**config.mk**
```make
export PLATFORM = sky130hd
export DESIGN_NAME = acc8_core
export DESIGN_NICKNAME = d
export VERILOG_FILES = /design/src/rtl/acc8_pkg.sv /design/src/rtl/acc8_alu.sv /design/src/rtl/acc8_cond.sv /design/src/rtl/acc8_regfile.sv /design/src/rtl/acc8_core.sv
export SDC_FILE = /design/constraint.sdc
export NUM_CORES = 2
export LEC_CHECK = 0
export ABC_AREA = 1
export BUFFER_PORTS_ARGS = -buffer_cell sky130_fd_sc_hd__buf_2
export CORE_ASPECT_RATIO = 2
export CORE_MARGIN = 4
export CORE_UTILIZATION = 35
export DETAILED_ROUTE_END_ITERATION = 6
export GPL_ROUTABILITY_DRIVEN = 0
export PLACE_DENSITY = 0.53
export SLEW_MARGIN = 20
export SYNTH_ARGS = -nofsm -noshare
export SYNTH_HDL_FRONTEND = slang
export SYNTH_SLANG_ARGS = --single-unit
```
**constraint.sdc**
```tcl
create_clock -name clk -period 8 [get_ports clk]
set_input_delay 0.4 -clock clk [delete_from_list [all_inputs] [get_ports clk]]
set_output_delay 0.4 -clock clk [all_outputs]
set_load 0.01 [all_outputs]
```
**src/rtl/acc8_pkg.sv**
```systemverilog
package acc8_pkg;
  localparam int INSTR_W  = 8;
  localparam int RADDR_W  = 3;
  localparam int IMM_W    = 6;
  localparam int NADDR    = 1 << RADDR_W;
  localparam int IO_ADDR  = NADDR - 1;

  typedef enum logic [1:0] {
    K_IMM    = 2'b00,
    K_CALC   = 2'b01,
    K_COPY   = 2'b10,
    K_BRANCH = 2'b11
  } kind_e;

  typedef enum logic [IMM_W-1:0] {
    OP_OR   = 6'd0,
    OP_NAND = 6'd1,
    OP_NOR  = 6'd2,
    OP_AND  = 6'd3,
    OP_ADD  = 6'd4,
    OP_SUB  = 6'd5,
    OP_XOR  = 6'd6,
    OP_SHL  = 6'd7
  } aluop_e;
endpackage

```
**src/rtl/acc8_alu.sv**
```systemverilog
module acc8_alu
  import acc8_pkg::*;
#(
  parameter int DATA_W = 8
) (
  input  logic [IMM_W-1:0]  op,
  input  logic [DATA_W-1:0] a,
  input  logic [DATA_W-1:0] b,
  output logic [DATA_W-1:0] y
);
  always_comb begin
    case (op)
      OP_OR:   y = a | b;
      OP_NAND: y = ~(a & b);
      OP_NOR:  y = ~(a | b);
      OP_AND:  y = a & b;
      OP_ADD:  y = a + b;
      OP_SUB:  y = a - b;
      OP_XOR:  y = a ^ b;
      OP_SHL:  y = a << b;
      default: y = '0;
    endcase
  end
endmodule

```
**src/rtl/acc8_cond.sv**
```systemverilog
module acc8_cond #(
  parameter int DATA_W = 8
) (
  input  logic [2:0]        cond,
  input  logic [DATA_W-1:0] val,
  output logic              take
);
  logic is_neg;
  logic is_zero;
  logic base;

  assign is_neg  = val[DATA_W-1];
  assign is_zero = (val == '0);

  // Codes 4..7 are the complements of codes 0..3.
  always_comb begin
    case (cond[1:0])
      2'b00:   base = 1'b0;
      2'b01:   base = is_zero;
      2'b10:   base = is_neg;
      default: base = is_neg | is_zero;
    endcase
    take = cond[2] ? ~base : base;
  end
endmodule

```
**src/rtl/acc8_regfile.sv**
```systemverilog
module acc8_regfile
  import acc8_pkg::*;
#(
  parameter int DATA_W = 8
) (
  input  logic               clk,
  input  logic               rst_n,
  input  logic               imm_we,
  input  logic [DATA_W-1:0]  imm_val,
  input  logic               alu_we,
  input  logic [DATA_W-1:0]  alu_val,
  input  logic               cp_we,
  input  logic [RADDR_W-1:0] cp_src,
  input  logic [RADDR_W-1:0] cp_dst,
  input  logic [DATA_W-1:0]  io_in,
  output logic [DATA_W-1:0]  r0,
  output logic [DATA_W-1:0]  r1,
  output logic [DATA_W-1:0]  r2,
  output logic [DATA_W-1:0]  r3,
  output logic [DATA_W-1:0]  io_out,
  output logic               io_out_valid
);
  localparam int NREG = NADDR - 1;

  logic [NADDR-1:0][DATA_W-1:0] rd_src;
  logic [DATA_W-1:0]            cp_val;
  logic                         io_we;
  logic [DATA_W-1:0]            io_d;
  logic [DATA_W-1:0]            io_q;
  logic                         vld_q;

  assign cp_val             = rd_src[cp_src];
  assign rd_src[IO_ADDR]    = io_in;

  for (genvar gi = 0; gi < NREG; gi++) begin : g_reg
    logic              we;
    logic [DATA_W-1:0] d;
    logic [DATA_W-1:0] q;

    always_comb begin
      we = cp_we && (cp_dst == RADDR_W'(gi));
      d  = cp_val;
      if (gi == 0 && imm_we) begin
        we = 1'b1;
        d  = imm_val;
      end
      if (gi == 3 && alu_we) begin
        we = 1'b1;
        d  = alu_val;
      end
    end

    always_ff @(posedge clk or negedge rst_n) begin
      if (!rst_n)  q <= '0;
      else if (we) q <= d;
    end

    assign rd_src[gi] = q;
  end

  assign r0 = rd_src[0];
  assign r1 = rd_src[1];
  assign r2 = rd_src[2];
  assign r3 = rd_src[3];

  always_comb begin
    io_we = cp_we && (cp_dst == RADDR_W'(IO_ADDR));
    io_d  = io_we ? cp_val : io_q;
  end

  always_ff @(posedge clk or negedge rst_n) begin
    if (!rst_n) begin
      io_q  <= '0;
      vld_q <= 1'b0;
    end else begin
      io_q  <= io_d;
      vld_q <= io_we;
    end
  end

  assign io_out       = io_q;
  assign io_out_valid = vld_q;

  // R3: a constant load never leaves R0 above 63
  p_r0_small_r3: assert property (@(posedge clk) disable iff (!rst_n)
    imm_we |=> (r0 < DATA_W'(64)));
  // R8: a write to the port is followed by the strobe carrying the moved value
  p_io_pulse_r8: assert property (@(posedge clk) disable iff (!rst_n)
    io_we |=> (io_out_valid && io_out == $past(cp_val)));
  // R8: without a port write the strobe stays low and the output holds
  p_io_quiet_r8: assert property (@(posedge clk) disable iff (!rst_n)
    !io_we |=> (!io_out_valid && $stable(io_out)));
endmodule

```
**src/rtl/acc8_core.sv**
```systemverilog
module acc8_core
  import acc8_pkg::*;
#(
  parameter int DATA_W = 8,
  parameter int PC_W   = 8
) (
  input  logic              clk,
  input  logic              rst_n,
  input  logic              prog_we,
  input  logic [PC_W-1:0]   prog_addr,
  input  logic [INSTR_W-1:0] prog_data,
  input  logic [DATA_W-1:0] io_in,
  output logic [DATA_W-1:0] io_out,
  output logic              io_out_valid,
  output logic [PC_W-1:0]   pc_o
);
  localparam int MEM_DEPTH = 1 << PC_W;

  logic [INSTR_W-1:0] mem_q [MEM_DEPTH];
  logic [PC_W-1:0]    pc_q;
  logic [PC_W-1:0]    pc_d;
  logic [INSTR_W-1:0] instr;
  kind_e              kind;
  logic               take;
  logic [DATA_W-1:0]  r0, r1, r2, r3;
  logic [DATA_W-1:0]  alu_y;
  logic [DATA_W-1:0]  imm_val;
  logic               mem_we;

  // Program store: loaded only while the core is held in reset
  assign mem_we = prog_we && !rst_n;
  always_ff @(posedge clk) begin
    if (mem_we) mem_q[prog_addr] <= prog_data;
  end

  assign instr   = mem_q[pc_q];
  assign kind    = kind_e'(instr[INSTR_W-1 -: 2]);
  assign imm_val = DATA_W'(instr[IMM_W-1:0]);

  acc8_alu #(.DATA_W(DATA_W)) u_alu (
    .op (instr[IMM_W-1:0]),
    .a  (r1),
    .b  (r2),
    .y  (alu_y)
  );

  acc8_cond #(.DATA_W(DATA_W)) u_cond (
    .cond (instr[2:0]),
    .val  (r3),
    .take (take)
  );

  acc8_regfile #(.DATA_W(DATA_W)) u_rf (
    .clk          (clk),
    .rst_n        (rst_n),
    .imm_we       (kind == K_IMM),
    .imm_val      (imm_val),
    .alu_we       (kind == K_CALC),
    .alu_val      (alu_y),
    .cp_we        (kind == K_COPY),
    .cp_src       (instr[5:3]),
    .cp_dst       (instr[2:0]),
    .io_in        (io_in),
    .r0           (r0),
    .r1           (r1),
    .r2           (r2),
    .r3           (r3),
    .io_out       (io_out),
    .io_out_valid (io_out_valid)
  );

  always_comb begin
    if (kind == K_BRANCH && take) pc_d = r0[PC_W-1:0];
    else                          pc_d = pc_q + 1'b1;
  end

  always_ff @(posedge clk or negedge rst_n) begin
    if (!rst_n) pc_q <= '0;
    else        pc_q <= pc_d;
  end

  assign pc_o = pc_q;

  // R10 / R11: non-branch words step the PC by one, wrapping at the top
  p_pc_step_r10: assert property (@(posedge clk) disable iff (!rst_n)
    (kind != K_BRANCH) |=> (pc_o == $past(pc_o) + 1'b1));
  // R10: a taken branch lands on the R0 value
  p_pc_jump_r10: assert property (@(posedge clk) disable iff (!rst_n)
    (kind == K_BRANCH && take) |=> (pc_o == $past(r0[PC_W-1:0])));
  // R9: condition code 0 never redirects
  p_never_r9: assert property (@(posedge clk) disable iff (!rst_n)
    (kind == K_BRANCH && instr[2:0] == 3'd0) |=> (pc_o == $past(pc_o) + 1'b1));
  // R9: condition code 4 always redirects
  p_always_r9: assert property (@(posedge clk) disable iff (!rst_n)
    (kind == K_BRANCH && instr[2:0] == 3'd4) |=> (pc_o == $past(r0[PC_W-1:0])));
endmodule

```
Yosys cells after proc, flatten, opt, wreduce, memory -nomap -nowiden
Memory sizes are Yosys's and may differ from the RTL's.
Index checks and enable logic that the tools add are counted.
{ "classes": {"magnitude_cmp": 1, "n_mux": 12, "n_eq_ne": 19, "shifts": 1, "reduce_logical": 16, "addsub": 3, "bitwise": 7} }
{ "ops": {"columns": ["cell", "count"], "rows": [
  ["case mux 8 bit (8 select lines)", 1],
  ["two-way mux 8 bit", 4],
  ["binary-select mux 8 bit (select 3 bit)", 1],
  ["== test 6 x 3 -> 1 bit, second input constant", 4],
  ["NOT 8 bit", 2],
  ["== test 3 bit, second input constant", 4],
  ["== test 6 x 2 -> 1 bit, second input constant", 2],
  ["logical AND 1 bit", 10],
  ["adder 8 x 1 -> 8 bit, second input constant", 1],
  ["adder 8 bit", 1],
  ["AND 8 bit", 1],
  ["logical NOT 8 bit", 1],
  ["bitwise OR 8 bit", 1],
  ["left shift 8 x 8 -> 8 bit", 1],
  ["subtractor 8 bit", 1],
  ["XOR 8 bit", 1],
  ["== test 2 bit, second input constant", 3],
  ["== test 3 x 2 -> 1 bit, second input constant", 2],
  ["== test 6 x 1 -> 1 bit, second input constant", 1],
  ["logical NOT 6 bit", 1],
  ["two-way mux 1 bit", 5],
  ["== test 2 x 1 -> 1 bit, second input constant", 2],
  ["logical NOT 2 bit", 2],
  ["< comparator 3 x 4 -> 1 bit, second input constant", 1],
  ["other kinds (6)", 6]
]} }
{ "totals": {"word_cells": 70, "mem_count": 1, "ramBits": 2048, "output_inout_bits": 17, "register_bits": 73, "in_bits": 27} }
{ "memory_table": {"columns": ["name", "words", "width", "read_ports", "rd_clocked_by_memory_dff", "wr", "line", "rtl"], "rows": [
  ["mem_q", 256, 8, 1, 0, 1, "acc8_core.sv:19", "logic [INSTR_W-1:0] mem_q [MEM_DEPTH];"]
]} }

Depth between registers and ports, before layout
{ "logic_depth": {"word_depth": 7, "ltp_mapped": 42, "depth_no_buf": 38} }

Modules after synthesis
From an unflattened synthesis, not the netlist that was laid out.
{ "hier_totals": {"cells_unflattened": 7382, "hier_area_um2": 87839.2} }
{ "modules_own_cells": {"columns": ["module", "area_each_um2", "seq_area_each_um2", "cells_per_inst", "instances"], "rows": [
  ["acc8_core", 82609.2, 61699.2, 6570, 1],
  ["acc8_regfile", 3589.7, 1626.6, 504, 1],
  ["acc8_alu", 1542.7, 0.0, 288, 1],
  ["acc8_cond", 97.6, 0.0, 20, 1]
]} }

Least setup slack after synthesis
Ideal clock, no wire load.
{ "synth_timing": {"path_type": "flip-flop to flip-flop", "startpoint": "reg pc_q[0] (netlist: pc_o[0])", "endpoint": "reg u_rf.g_reg[3].q[7] (netlist: u_rf.r3[7])", "path_buffers": 5, "synth_period_minus_slack_ns": 4.183, "stages_incl_launch_ff": 38, "setup_ns": 0.077, "required_time_ns": 7.923, "path_slack_ns": 3.817, "arrival_time_ns": 4.106, "cell_sequence": "dfrtp_1 -> buf_6 -> inv_2 -> buf_6 -> buf_8 -> buf_6 -> buf_4 -> nor2_1 -> o211ai_1 -> nand3_1 -> nand2_1 -> nand3_1 -> nand2_1 -> nand3_1 -> nand2_2 -> inv_2 -> nor2_4 -> nand3_1 -> (+2 left out) -> o21ai_0 -> inv_1 -> ha_1 -> nand2_1 -> nor2_1 -> o21ai_0 -> nand2_1 -> a21oi_1 -> inv_1 -> a21oi_1 -> nor2_1 -> nor2_1 -> xnor2_1 -> nand3b_1 -> nand3_1 -> nand2_1 -> nand2_1 -> a21oi_1"} }
{ "synth_between": {"elab_chain_cells": 4, "word_cells_on_any_way": 18, "classes_between": "10 x eq/ne; 5 x mux; 2 x reduce/logical; 1 x memory"} }
{ "synth_lines": {"columns": ["item", "line", "rtl"], "rows": [
  ["start, declared", "acc8_core.sv:20", "logic [PC_W-1:0] pc_q;"],
  ["start signal, assigned", "acc8_core.sv:79", "else pc_q <= pc_d;"],
  ["memory (256 x 8 bit) *", null, null],
  ["== test 6 x 3 -> 1 bit (tied with other cells)", "acc8_alu.sv:12", "case (op)"],
  ["case mux 8 bit (8 select lines) (tied with other cells)", "acc8_alu.sv:12", null],
  ["two-way mux 8 bit or two-way mux 1 bit (tied branches)", "acc8_regfile.sv:47", "if (gi == 3 && alu_we) begin"],
  ["end signal, assigned", "acc8_regfile.sv:54", "if (!rst_n) q <= '0;"],
  ["end signal, assigned", "acc8_regfile.sv:55", "else if (we) q <= d;"],
  ["end, declared", "acc8_regfile.sv:38", "logic [DATA_W-1:0] q;"]
]} }
Every way passes the cells marked *; elsewhere a longest branch is shown, timed or not. The select of a mux whose other input is x is not followed.
A chain may end at the register's enable or synchronous reset.

Worst setup path after layout
Ends and elaborated chain as after synthesis.

==> reports/qor.yml <==
synthesis:
  ys_seq_area_share_pct: 70.4
  synthCells: 8097
  synthArstFlopShare_pct: 3.44
  yosysWarnings: 0
  synth.avg_cell_area_um2: 11.1
  synthesis.area_mm2: 0.0900
  synthFlopType: "edfxtp_1"
  synth_fp_nets: 8150
  synth_edf_count: 2048
  ys_ff_latch: 2121
  synth_cell_type_count: 51
floorplan:
  die_h_um: 725
  start_util_pct: 35.1
  die_w_um: 367
  die_area_mm2: 0.266
  ioPinCount: 44
  coreArea_mm2: 0.256
  rows: 263
worst_setup_path:
  timing.rr.end: "u_rf.r3[7]$_DFFE_PN0P_"
  r2r_start: "pc_o[0]$_DFF_PN0_"
  startpoint: "pc_o[0]$_DFF_PN0_"
  cp_num_buf_inv: 7
  required_ns: 8.78
  critPathMaxFanout: 97
  reg2reg_slack_ns: 1.02
  cp.arrival_ns: 7.76
  ff2ff_path_depth: 35
  start_kind: "register"
  worstSetupPathType: "reg -> reg"
  cpMostUsedCell: "nand2_1"
  critical_path.max_stage_delay_ns: 0.81
  cp_slowest_cell: "dfrtp_4"
  cp_top_family: "simple AND/OR/NAND/NOR gates"
  end_kind: "register"
timing:
  finalHoldViolCount: 0
  max_slew_margin_pct: 2.59
  grt_setup_unrepaired: "false"
  period_share_pct: 87.3
  fin_skew_ns: 0.0399
  setup_viol_count_final: 0
  setup_tns_ns: 0
  post-route-min-period_ns: 6.98
  maxSlewViolCount: 0
  fmax_mhz: 143
  worst_slew_pin_slew_ns: 1.46
status:
  outcome: "complete, no violations"
finish:
  fin_cells: 11427
  drive_above_1_share_pct: 6.24
  final_util_pct: 38.7
  area_delta_synth_final_pct: 10.3
  nFillCells: 24466
  final_nets: 8022
drt:
  drt_iter0_drc: 5011
  firstDrtPassIters: 6
  wl_per_cell_um: 25.2
  num_vias: 60138
  drtAntennaViolNets: 0
  wl_um: 288000
  post-route-drc-count: 0
  vias_per_cell: 5.26
global_route:
  antenna_found_initial: 9
  grt_max_degree: 173
  grt_remaining_overflow: 0
  grt_pass1_vias: 59714
  grt.total_usage_pct: 21.1
  grt_pass1_wl_um: 416000
placement:
  dp.cells: 11090
  port_buffers: 43
  dp_hpwl_um: 177000
pwr:
  power_density_mw_per_mm2: 376
  p_leak_nw: 35.4
  irDropWorstVdd_mv: 0.284
flow_run:
  max-cap-violations: 0
cts:
  htreeDepth: 4
  clock_path_buffers: 4
  cts_tree: "yes"
  clkLatencyLatePin_ns: 0.85
  post_cts_resized: 0
  cts_num_sinks: 2121
  cts_inserted_buffers: 187
  clkSlewWorstSetupHoldPaths_ns: 0.07
  post_cts_buffers: 0
  cts-root-buf: "clkbuf_16"
hold_path:
  hold_path_class: "in -> async"
-- Yosys cell counts (7+ instances only) --
| library cell | number | share of area [%] |
|---|---|---|
| edfxtp_1 | 2048 | 68 |
| nand2_1 | 1754 | 7.3 |
| nor2_1 | 1387 | 5.8 |
| o21ai_0 | 659 | 3.7 |
| nand3_1 | 590 | 3.3 |
| inv_1 | 479 | 2.0 |
| buf_2 | 184 | 1.0 |
| clkbuf_1 | 140 | 0.58 |
| o211ai_1 | 118 | 0.98 |
| a21oi_1 | 113 | 0.63 |
| o21ai_1 | 104 | 0.58 |
| buf_4 | 87 | 0.73 |
| o22ai_1 | 80 | 0.56 |
| dfrtp_1 | 73 | 2.0 |
| o221ai_1 | 49 | 0.48 |
| buf_1 | 39 | 0.16 |
| buf_6 | 34 | 0.43 |
| ha_1 | 25 | 0.35 |
| nand4_1 | 22 | 0.15 |
| nand2_2 | 18 | 0.13 |
| xor2_1 | 14 | 0.14 |
| nor3_1 | 9 | 0.050 |
| nor2_4 | 8 | 0.10 |
| inv_2 | 7 | 0.029 |
-- per-stage QoR --
step	worst slack, ns	cell area [um^2]	hold WS [ns]	total power [mW]
3_3_place_gp	0.914	93300	0.467	28.3
2_1_floorplan	3.82	90000	0.104	22.5
4_1_cts	1.17	99300	0.0182	37.5
3_5_place_dp	1.21	93300	0.473	28.3
5_1_grt	0.584	99300	0.00853	39.1
6_report	1.02	99300	0.00469	37.3
-- layout make-up --
class | count | area, um^2 | area share [%]
sequential | 2121 | 63300 | 63.8
clock inverter | 110 | 1090 | 1.10
antenna | 3 | 7.51 | 0.00756
multi-input combinational | 4992 | 22200 | 22.3
clock buffer | 222 | 4870 | 4.91
timing repair buffer | 173 | 1780 | 1.80
inverter | 494 | 1890 | 1.90
tap | 3312 | 4140 | 4.17
-- cells by family (layout without fill, tap and decap cells) --
family | Yosys count | count (layout) | share of synthesized area, %
XOR/XNOR | 17 | 17 | 0.165
other | 0 | 3 | 0
adder cells (fa/ha/maj) | 26 | 26 | 0.370
AND/OR/NAND/NOR | 3810 | 3810 | 17.0
multiplexers | 5 | 5 | 0.0612
buffers and inverters | 984 | 999 | 5.04
flip-flops | 2121 | 2121 | 70.4
AO/OA/AOI/OAI | 1134 | 1134 | 7.00
-- placed cells by master, fill, tap and decap left out, types with 14 or more instances in the layout --
cell,netlist,final
a21oi_1,113,113
buf_12,0,39
buf_2,184,34
buf_4,87,90
bufinv_16,0,21
clkbuf_1,140,32
clkbuf_16,0,190
clkinv_1,6,46
clkinv_2,1,32
dfrtp_1,73,69
edfxtp_1,2048,2048
ha_1,25,25
inv_1,479,476
nand2_1,1754,1750
nand2_2,18,22
nand3_1,590,590
nand4_1,22,22
nor2_1,1387,1381
o211ai_1,118,118
o21ai_0,659,659
o21ai_1,104,104
o221ai_1,49,49
o22ai_1,80,80
xor2_1,14,14
-- metal layers --
metal	routed length [um]	global-route usage, %	share of wire, %
met3	14100	2.38	4.9
met4	23600	14.8	8.2
met5	27	0	0.0094
met1	100000	22.5	35
met2	150000	38.5	52
-- sequential cells by signal, summed over array words and instances, names as in the netlist --
name,count
mem_q,2048
u_rf.io_out,8
u_rf.io_out_valid,1
u_rf.g.q,24
u_rf.r3,8
pc_o,8
u_rf.r0,8
u_rf.r2,8
u_rf.r1,8
-- worst register-to-register path: cells and delay by family (launching register included) --
kind | cells | cell delay, ns
adder cells (fa/ha/maj) | 1 | 0.19
flip-flops | 1 | 0.81
XOR/XNOR | 1 | 0.15
AND/OR/NAND/NOR | 18 | 3.19
AO/OA/AOI/OAI | 8 | 1.19
buffers and inverters | 7 | 1.40
-- power by group --
| part | switching, mW | internal (mW) |
|---|---|---|
| clock | 4.13 | 5.03 |
| sequential | 0.334 | 12.4 |
| combinational | 11.5 | 3.92 |
| total | 15.9 | 21.3 |
-- timing repair --
| item | CTS | global route |
|---|---|---|
| hold buffers | 1 | 0 |
| hold endpoints to repair | 73 | 0 |
| endpoints found under the setup margin | 0 | 0 |
-- worst max-delay path by stage --
stage	depth (start not counted)	endpoint	slack, ns
6_report	35	u_rf.r3[7]$_DFFE_PN0P_	1.02
5_1_grt	35	u_rf.r3[7]$_DFFE_PN0P_	0.58
4_1_cts	35	u_rf.r3[7]$_DFFE_PN0P_	1.17
3_5_place_dp	35	u_rf.r3[7]$_DFFE_PN0P_	1.21
3_3_place_gp	35	u_rf.r3[7]$_DFFE_PN0P_	0.91
2_1_floorplan	37	u_rf.r3[7]$_DFFE_PN0P_	3.82
Power figures use the tool's default switching activity.
